--- config.mk ---
export PLATFORM = sky130hd
export DESIGN_NAME = sla_exec_unit
export DESIGN_NICKNAME = d
export VERILOG_FILES = /design/src/rtl/sla_pkg.sv /design/src/rtl/sla_shift_alu.sv /design/src/rtl/sla_prefix_decoder.sv /design/src/rtl/sla_exec_unit.sv
export SDC_FILE = /design/constraint.sdc
export NUM_CORES = 1
export LEC_CHECK = 0
export ABC_AREA = 0
export CAP_MARGIN = 10
export CELL_PAD_IN_SITES_DETAIL_PLACEMENT = 1
export CELL_PAD_IN_SITES_GLOBAL_PLACEMENT = 1
export CORE_AREA = 8 8 106 108
export DETAILED_ROUTE_END_ITERATION = 10
export DIE_AREA = 0 0 114 116
export DONT_BUFFER_PORTS = 1
export PLACE_DENSITY = 0.77
export SETUP_SLACK_MARGIN = 0.1
export SLEW_MARGIN = 20
export SYNTH_ARGS = -nofsm -noshare
export SYNTH_HDL_FRONTEND = slang
export SYNTH_SLANG_ARGS = --single-unit
--- constraint.sdc ---
create_clock -name clk -period 4.2 [get_ports clk]
set_input_delay 0.42 -clock clk [delete_from_list [all_inputs] [get_ports clk]]
set_output_delay 0.42 -clock clk [all_outputs]
set_load 0.005 [all_outputs]
--- src/rtl/sla_pkg.sv ---
package sla_pkg;

  localparam logic [7:0] OP_SFX_SHORT = 8'h52;
  localparam logic [7:0] OP_SFX_LONG  = 8'h49;
  localparam logic [7:0] OP_PFX_IX    = 8'hDD;
  localparam logic [7:0] OP_PFX_IY    = 8'hFD;
  localparam logic [7:0] OP_PFX_SHIFT = 8'hCB;
  localparam logic [4:0] OP_SLA_HI    = 5'b00100;
  localparam logic [2:0] RRR_MEM      = 3'b110;

  localparam int FL_S  = 7;
  localparam int FL_Z  = 6;
  localparam int FL_H  = 4;
  localparam int FL_PV = 2;
  localparam int FL_N  = 1;
  localparam int FL_C  = 0;

  localparam int CYC_W = 4;

  typedef struct packed {
    logic       illegal;
    logic       is_mem;
    logic       use_idx;
    logic       sel_iy;
    logic       sfx;
    logic [2:0] rrr;
    logic [7:0] disp;
  } dec_t;

  function automatic logic [CYC_W-1:0] form_cycles(input logic is_mem,
                                                   input logic use_idx,
                                                   input logic sfx);
    logic [CYC_W-1:0] base;
    base = !is_mem ? CYC_W'(2) : (use_idx ? CYC_W'(7) : CYC_W'(5));
    return base + CYC_W'(sfx);
  endfunction

endpackage

--- src/rtl/sla_shift_alu.sv ---
module sla_shift_alu
  import sla_pkg::*;
(
  input  logic [7:0] op_i,
  input  logic [7:0] flags_i,
  output logic [7:0] res_o,
  output logic [7:0] flags_o
);

  logic [7:0] shifted;

  always_comb begin
    shifted      = {op_i[6:0], 1'b0};
    res_o        = shifted;
    flags_o      = flags_i;
    flags_o[FL_S]  = shifted[7];
    flags_o[FL_Z]  = (shifted == 8'h00);
    flags_o[FL_H]  = 1'b0;
    flags_o[FL_PV] = ~^shifted;
    flags_o[FL_N]  = 1'b0;
    flags_o[FL_C]  = op_i[7];
  end

endmodule

--- src/rtl/sla_prefix_decoder.sv ---
module sla_prefix_decoder
  import sla_pkg::*;
(
  input  logic       clk,
  input  logic       rst_n,
  input  logic       mode_wide,
  input  logic       accept_en,
  input  logic       in_valid,
  output logic       in_ready,
  input  logic [7:0] in_byte,
  output logic       dec_valid,
  output dec_t       dec
);

  typedef enum logic [2:0] {
    D_FIRST, D_SFX, D_IDXCB, D_DISP, D_OP
  } dstate_t;

  dstate_t    st_q, st_d;
  logic       sfx_q, sfx_d;
  logic       idx_q, idx_d;
  logic       iy_q, iy_d;
  logic [7:0] disp_q, disp_d;
  logic       fire;

  assign in_ready = accept_en;
  assign fire     = in_valid && accept_en;

  always_comb begin
    st_d        = st_q;
    sfx_d       = sfx_q;
    idx_d       = idx_q;
    iy_d        = iy_q;
    disp_d      = disp_q;
    dec_valid   = 1'b0;
    dec.illegal = 1'b0;
    dec.is_mem  = 1'b0;
    dec.use_idx = idx_q;
    dec.sel_iy  = iy_q;
    dec.sfx     = sfx_q;
    dec.rrr     = in_byte[2:0];
    dec.disp    = disp_q;
    if (fire) begin
      unique case (st_q)
        D_FIRST: begin
          if (in_byte == OP_SFX_SHORT || in_byte == OP_SFX_LONG) begin
            if ((in_byte == OP_SFX_SHORT) == mode_wide) begin
              sfx_d = 1'b1;
              st_d  = D_SFX;
            end else begin
              dec_valid   = 1'b1;
              dec.illegal = 1'b1;
            end
          end else if (in_byte == OP_PFX_IX || in_byte == OP_PFX_IY) begin
            idx_d = 1'b1;
            iy_d  = (in_byte == OP_PFX_IY);
            st_d  = D_IDXCB;
          end else if (in_byte == OP_PFX_SHIFT) begin
            st_d = D_OP;
          end else begin
            dec_valid   = 1'b1;
            dec.illegal = 1'b1;
          end
        end
        D_SFX: begin
          if (in_byte == OP_PFX_IX || in_byte == OP_PFX_IY) begin
            idx_d = 1'b1;
            iy_d  = (in_byte == OP_PFX_IY);
            st_d  = D_IDXCB;
          end else if (in_byte == OP_PFX_SHIFT) begin
            st_d = D_OP;
          end else begin
            dec_valid   = 1'b1;
            dec.illegal = 1'b1;
          end
        end
        D_IDXCB: begin
          if (in_byte == OP_PFX_SHIFT) begin
            st_d = D_DISP;
          end else begin
            dec_valid   = 1'b1;
            dec.illegal = 1'b1;
          end
        end
        D_DISP: begin
          disp_d = in_byte;
          st_d   = D_OP;
        end
        D_OP: begin
          dec_valid  = 1'b1;
          dec.is_mem = (in_byte[2:0] == RRR_MEM);
          if (in_byte[7:3] != OP_SLA_HI) begin
            dec.illegal = 1'b1;
          end else if ((idx_q || sfx_q) && (in_byte[2:0] != RRR_MEM)) begin
            dec.illegal = 1'b1;
          end
        end
        default: st_d = D_FIRST;
      endcase
      if (dec_valid) begin
        st_d   = D_FIRST;
        sfx_d  = 1'b0;
        idx_d  = 1'b0;
        iy_d   = 1'b0;
        disp_d = 8'h00;
      end
    end
  end

  always_ff @(posedge clk or negedge rst_n) begin
    if (!rst_n) begin
      st_q   <= D_FIRST;
      sfx_q  <= 1'b0;
      idx_q  <= 1'b0;
      iy_q   <= 1'b0;
      disp_q <= 8'h00;
    end else begin
      st_q   <= st_d;
      sfx_q  <= sfx_d;
      idx_q  <= idx_d;
      iy_q   <= iy_d;
      disp_q <= disp_d;
    end
  end

endmodule

--- src/rtl/sla_exec_unit.sv ---
module sla_exec_unit
  import sla_pkg::*;
#(
  parameter int ADDR_W = 16
) (
  input  logic                  clk,
  input  logic                  rst_n,
  input  logic                  mode_wide,
  input  logic                  in_valid,
  output logic                  in_ready,
  input  logic [7:0]            in_byte,
  input  logic [55:0]           regs_in,
  input  logic [7:0]            flags_in,
  input  logic [ADDR_W-1:0]     ix_in,
  input  logic [ADDR_W-1:0]     iy_in,
  output logic [ADDR_W-1:0]     mem_addr,
  output logic                  mem_rd_en,
  input  logic [7:0]            mem_rdata,
  output logic                  mem_wr_en,
  output logic [7:0]            mem_wdata,
  output logic                  res_valid,
  input  logic                  res_ready,
  output logic                  res_illegal,
  output logic                  res_mem,
  output logic [2:0]            res_reg,
  output logic [7:0]            res_data,
  output logic [7:0]            res_flags,
  output logic [CYC_W-1:0]      res_cycles
);

  localparam int NREG = 7;
  localparam int SLOT_A = NREG - 1;
  localparam int SLOT_H = 4;
  localparam int SLOT_L = 5;

  typedef enum logic [1:0] {E_IDLE, E_RD, E_WR, E_HOLD} estate_t;

  estate_t           est_q;
  dec_t              dec;
  logic              dec_valid;
  logic [7:0]        reg_bytes [NREG];
  logic [7:0]        reg_sel;
  logic [7:0]        alu_in, alu_res, alu_flags;
  logic [ADDR_W-1:0] hl_addr, eff_addr, addr_q;
  logic [CYC_W-1:0]  cyc_q;

  for (genvar g = 0; g < NREG; g++) begin : g_regs
    assign reg_bytes[g] = regs_in[8*g +: 8];
  end

  always_comb begin
    reg_sel = (dec.rrr == 3'b111) ? reg_bytes[SLOT_A] : reg_bytes[dec.rrr];
    hl_addr = '0;
    hl_addr[15:0] = {reg_bytes[SLOT_H], reg_bytes[SLOT_L]};
    if (dec.use_idx)
      eff_addr = (dec.sel_iy ? iy_in : ix_in)
               + {{(ADDR_W-8){dec.disp[7]}}, dec.disp};
    else
      eff_addr = hl_addr;
  end

  sla_prefix_decoder u_dec (
    .clk       (clk),
    .rst_n     (rst_n),
    .mode_wide (mode_wide),
    .accept_en (est_q == E_IDLE),
    .in_valid  (in_valid),
    .in_ready  (in_ready),
    .in_byte   (in_byte),
    .dec_valid (dec_valid),
    .dec       (dec)
  );

  assign alu_in = (est_q == E_WR) ? mem_rdata : reg_sel;

  sla_shift_alu u_alu (
    .op_i    (alu_in),
    .flags_i (flags_in),
    .res_o   (alu_res),
    .flags_o (alu_flags)
  );

  assign mem_addr  = addr_q;
  assign mem_rd_en = (est_q == E_RD);
  assign mem_wr_en = (est_q == E_WR);
  assign mem_wdata = alu_res;
  assign res_valid = (est_q == E_HOLD);

  always_ff @(posedge clk or negedge rst_n) begin
    if (!rst_n) begin
      est_q       <= E_IDLE;
      addr_q      <= '0;
      cyc_q       <= '0;
      res_illegal <= 1'b0;
      res_mem     <= 1'b0;
      res_reg     <= 3'b000;
      res_data    <= 8'h00;
      res_flags   <= 8'h00;
      res_cycles  <= '0;
    end else begin
      unique case (est_q)
        E_IDLE: begin
          if (dec_valid) begin
            if (dec.illegal) begin
              res_illegal <= 1'b1;
              res_mem     <= 1'b0;
              res_reg     <= 3'b000;
              res_data    <= 8'h00;
              res_flags   <= flags_in;
              res_cycles  <= '0;
              est_q       <= E_HOLD;
            end else if (!dec.is_mem) begin
              res_illegal <= 1'b0;
              res_mem     <= 1'b0;
              res_reg     <= dec.rrr;
              res_data    <= alu_res;
              res_flags   <= alu_flags;
              res_cycles  <= form_cycles(1'b0, 1'b0, dec.sfx);
              est_q       <= E_HOLD;
            end else begin
              addr_q <= eff_addr;
              cyc_q  <= form_cycles(1'b1, dec.use_idx, dec.sfx);
              est_q  <= E_RD;
            end
          end
        end
        E_RD: est_q <= E_WR;
        E_WR: begin
          res_illegal <= 1'b0;
          res_mem     <= 1'b1;
          res_reg     <= RRR_MEM;
          res_data    <= alu_res;
          res_flags   <= alu_flags;
          res_cycles  <= cyc_q;
          est_q       <= E_HOLD;
        end
        E_HOLD: if (res_ready) est_q <= E_IDLE;
        default: est_q <= E_IDLE;
      endcase
    end
  end

endmodule

==> impl_results.md <==
- Share of cells above drive strength 1: 10.5%
- Pwr dens: 464 mW/mm^2
- CTS max path bufs: 2
- Outcome: completed
- WL final: 14200 um
- Placer Congestion: 0.867
- Post-CTS Setup Inserts: 0
- Routed Antenna Nets: 0
- Crit-path cells: mux2i_1, inv_1, ha_1, a21o_1, a21o_1, a2111oi_0, o31ai_1, a41oi_1, xnor2_1, nand2_1, a21oi_1
- Die height: between 100 and 150 um
- Flop and latch count out of synthesis: 60
- Post-synth EDFFs: 0
- Final hold slack: between 0.15 and 0.2 ns
- First-pass GRT wire length: between 20000 and 25000 um
- Layout fillers: roughly 1100
- Critical Path AT: ~3.7 ns
- Largest net degree at the start of global routing: a little over 60
- # rows: 36
- Max Cap Viol: 0
- Fin Setup TNS: 0 ns
- Total track usage: a little over a fifth
- CTS tree: done
- Initial DRC Count: 236
- Area added between synthesis and finish: 7.57%
- Rel. slew slack: a little over two fifths
- Reg area: roughly 0.0015 sq mm
- WP buf/inv: 1
- Hold Path Class: in2reg
- Total gr overflow: 0
- Kind of critical path: reg2reg
- Synthesized area per cell: just under 9 sq um
- Die area: between 0.01 and 0.015 sq mm
- Initial antenna violation count: 0
- DRC Markers: 0
- Async SR Flop Fraction: 100%
- Cell Area, Synth: 0.00433 sq mm
- Final worst slack: between 0.8 and 0.9 ns
- Final Setup Violations: 0
- Root Buffer: clkbuf_8
- Die X: between 100 and 150 um
- Htree depth: 3
- Number of global-route vias before repair: between 3000 and 4000
- Port bufs: 0
- Util after Layout: roughly half
- Clk Latency, worst-skew pair: roughly 0.35 ns
- Minimum clock period: between 3 and 4 ns
- Layout Nets: ~620
- Synth Warn #: 0
- Worst-path clk slew: roughly 0.070 ns
- Final hold violations: 0
- Slew @ Worst Pin: roughly 0.86 ns
- Fin. max-slew vios: 0
- Critical path's top delay family: compound AO/OA/AOI/OAI gates
- Cell repeated most along the worst path: a21o_1
- Diode count: 0
- Pre-CTS WS: ~0.83 ns
- Initial core utilization: between 40% and 50%
- Lkg Pwr: between 2 and 2.5 nW
- CP max-delay cell: a2111oi_0
- Post-synth top area cell: dfrtp_1
- CTS buffer count: 9
- Final worst path period share: roughly four fifths
- Core Area: about 0.0095 sq mm
- DR vias/cell: between 5 and 6
- Post-CTS sizing: 0
- Largest register FFs: 16
- Crit-path max FO: 9
- I/O pin count: 170
- Top FF cell, synth: dfrtp_1
- Setup Skew: 0.00864 ns
- First-pass DRT Iterations: 5
- Multi-input logic area: around 0.0026 sq mm
- Sink Count: 60
- DPL Wire Length: ~11000 um
- Synth Instances: 490
- Post-synthesis sequential area ratio: between 30% and 40%
- Total power: roughly 0.0022 W
- Most area-consuming cells after synthesis: dfrtp_1 35%, mux2i_1 7.9%, nand2_1 6.2%
- Yosys top cell area share: approximately 35%
- RSZ-0062 raised after global routing: false
- Routed wire per std cell: 23.0 um
- CP required: 4.47 ns
- Largest stage delay, worst path: around 0.63 ns
- Maximum vdd ir drop: approximately 0.00021 V
- Startpoint Class: register
- FMAX: slightly below 300 MHz
- Distinct cells, synth: 62
- Vias: around 3700
- Worst setup EP type: register
[layout by cell type (no fill, tap or decap), drive strengths merged, types with 3 or more instances in the layout]
cell and n:
clkbuf 12, nor4 3, mux2i 34, a31oi 3
nand2b 8, mux2 18, a221oi 3, xnor2 11
a21o 7, o31ai 5, or4 3, nor3 7
inv 12, nor2 24, a22oi 6, a22o 7
nor2b 9, and3 6, xor2 7, nand3 3
or2 4, o22a 5, nand2 71, o21ai 56
a21oi 33, dfrtp 60, buf 7, ha 21
[report_power, final]
part           total [W]  switching (W)  internal, W
Combinational   0.000784       0.000452     0.000332
Clock           0.000592       0.000242     0.000350
Sequential      0.000786      0.0000960     0.000690
Total            0.00216       0.000790      0.00137
[per-stage QoR]
stage	instance area, sq um	instances
finish	4660	618
global route	4660	618
CTS	4660	618
detailed placement	4410	600
global placement	4410	600
floorplan	4340	491
[Yosys cell counts, types with 5 or more instances]
| cell type | n |
|---|---|
| nand2b_1 | 8 |
| xor2_1 | 7 |
| nor2b_1 | 9 |
| dfrtp_1 | 60 |
| buf_2 | 6 |
| mux2_2 | 18 |
| nor3_1 | 7 |
| inv_1 | 12 |
| a22oi_1 | 6 |
| clkbuf_1 | 17 |
| o22a_1 | 5 |
| o31ai_1 | 5 |
| a21o_1 | 7 |
| xnor2_1 | 11 |
| o21ai_0 | 53 |
| a22o_1 | 7 |
| nor2_1 | 23 |
| a21oi_1 | 32 |
| nand2_1 | 71 |
| ha_1 | 21 |
| mux2i_1 | 34 |
| and3_1 | 6 |
[layer usage]
layer	track usage, %	part of all wire [%]	vias up	wire, um
li1	-	-	1734	-
met1	24.7	39	1799	5510
met2	36.9	50	146	7100
met3	7.35	9.9	19	1410
met4	6.65	1.6	0	226
met5	0	0	-	0
[kinds of logic after synthesis]
group	after synthesis	share of synthesized area (%)
other	1	0.0865
XOR/XNOR	18	3.64
AO/OA/AOI/OAI	144	21.0
flip-flops	60	34.7
multiplexers	54	13.6
buffers and inverters	42	4.33
AND/OR/NAND/NOR	149	16.2
adder cells (fa/ha/maj)	22	6.53
[final timing paths]
path,start,endpoint,slack [ns],depth (start not counted)
min,in_byte[1],u_dec.disp_q[1],0.20,2
min reg2reg,cyc_q[3],cyc_q[3],0.48,2
max,u_dec.iy_q,mem_addr[15],0.81,11
max reg2reg,u_dec.iy_q,mem_addr[15],0.81,11
min in group asynchronous,rst_n,res_flags[5],0.60,2
max in group asynchronous,rst_n,mem_addr[14],3.33,2
[final cells by class]
class | instances | area share (%)
inverter | 12 | 0.966
tap | 133 | 3.57
clock buffer | 12 | 3.11
clock inverter | 4 | 1.56
timing repair buffer | 8 | 1.77
multi-input combinational | 389 | 56.8
sequential | 60 | 32.2
[what timing repair did]
action,4_1_cts,5_1_grt
endpoints found under the hold margin,60,0
hold buffers,2,0
setup endpoints to repair,0,0
Note: power is estimated with default switching activity, not from simulation.
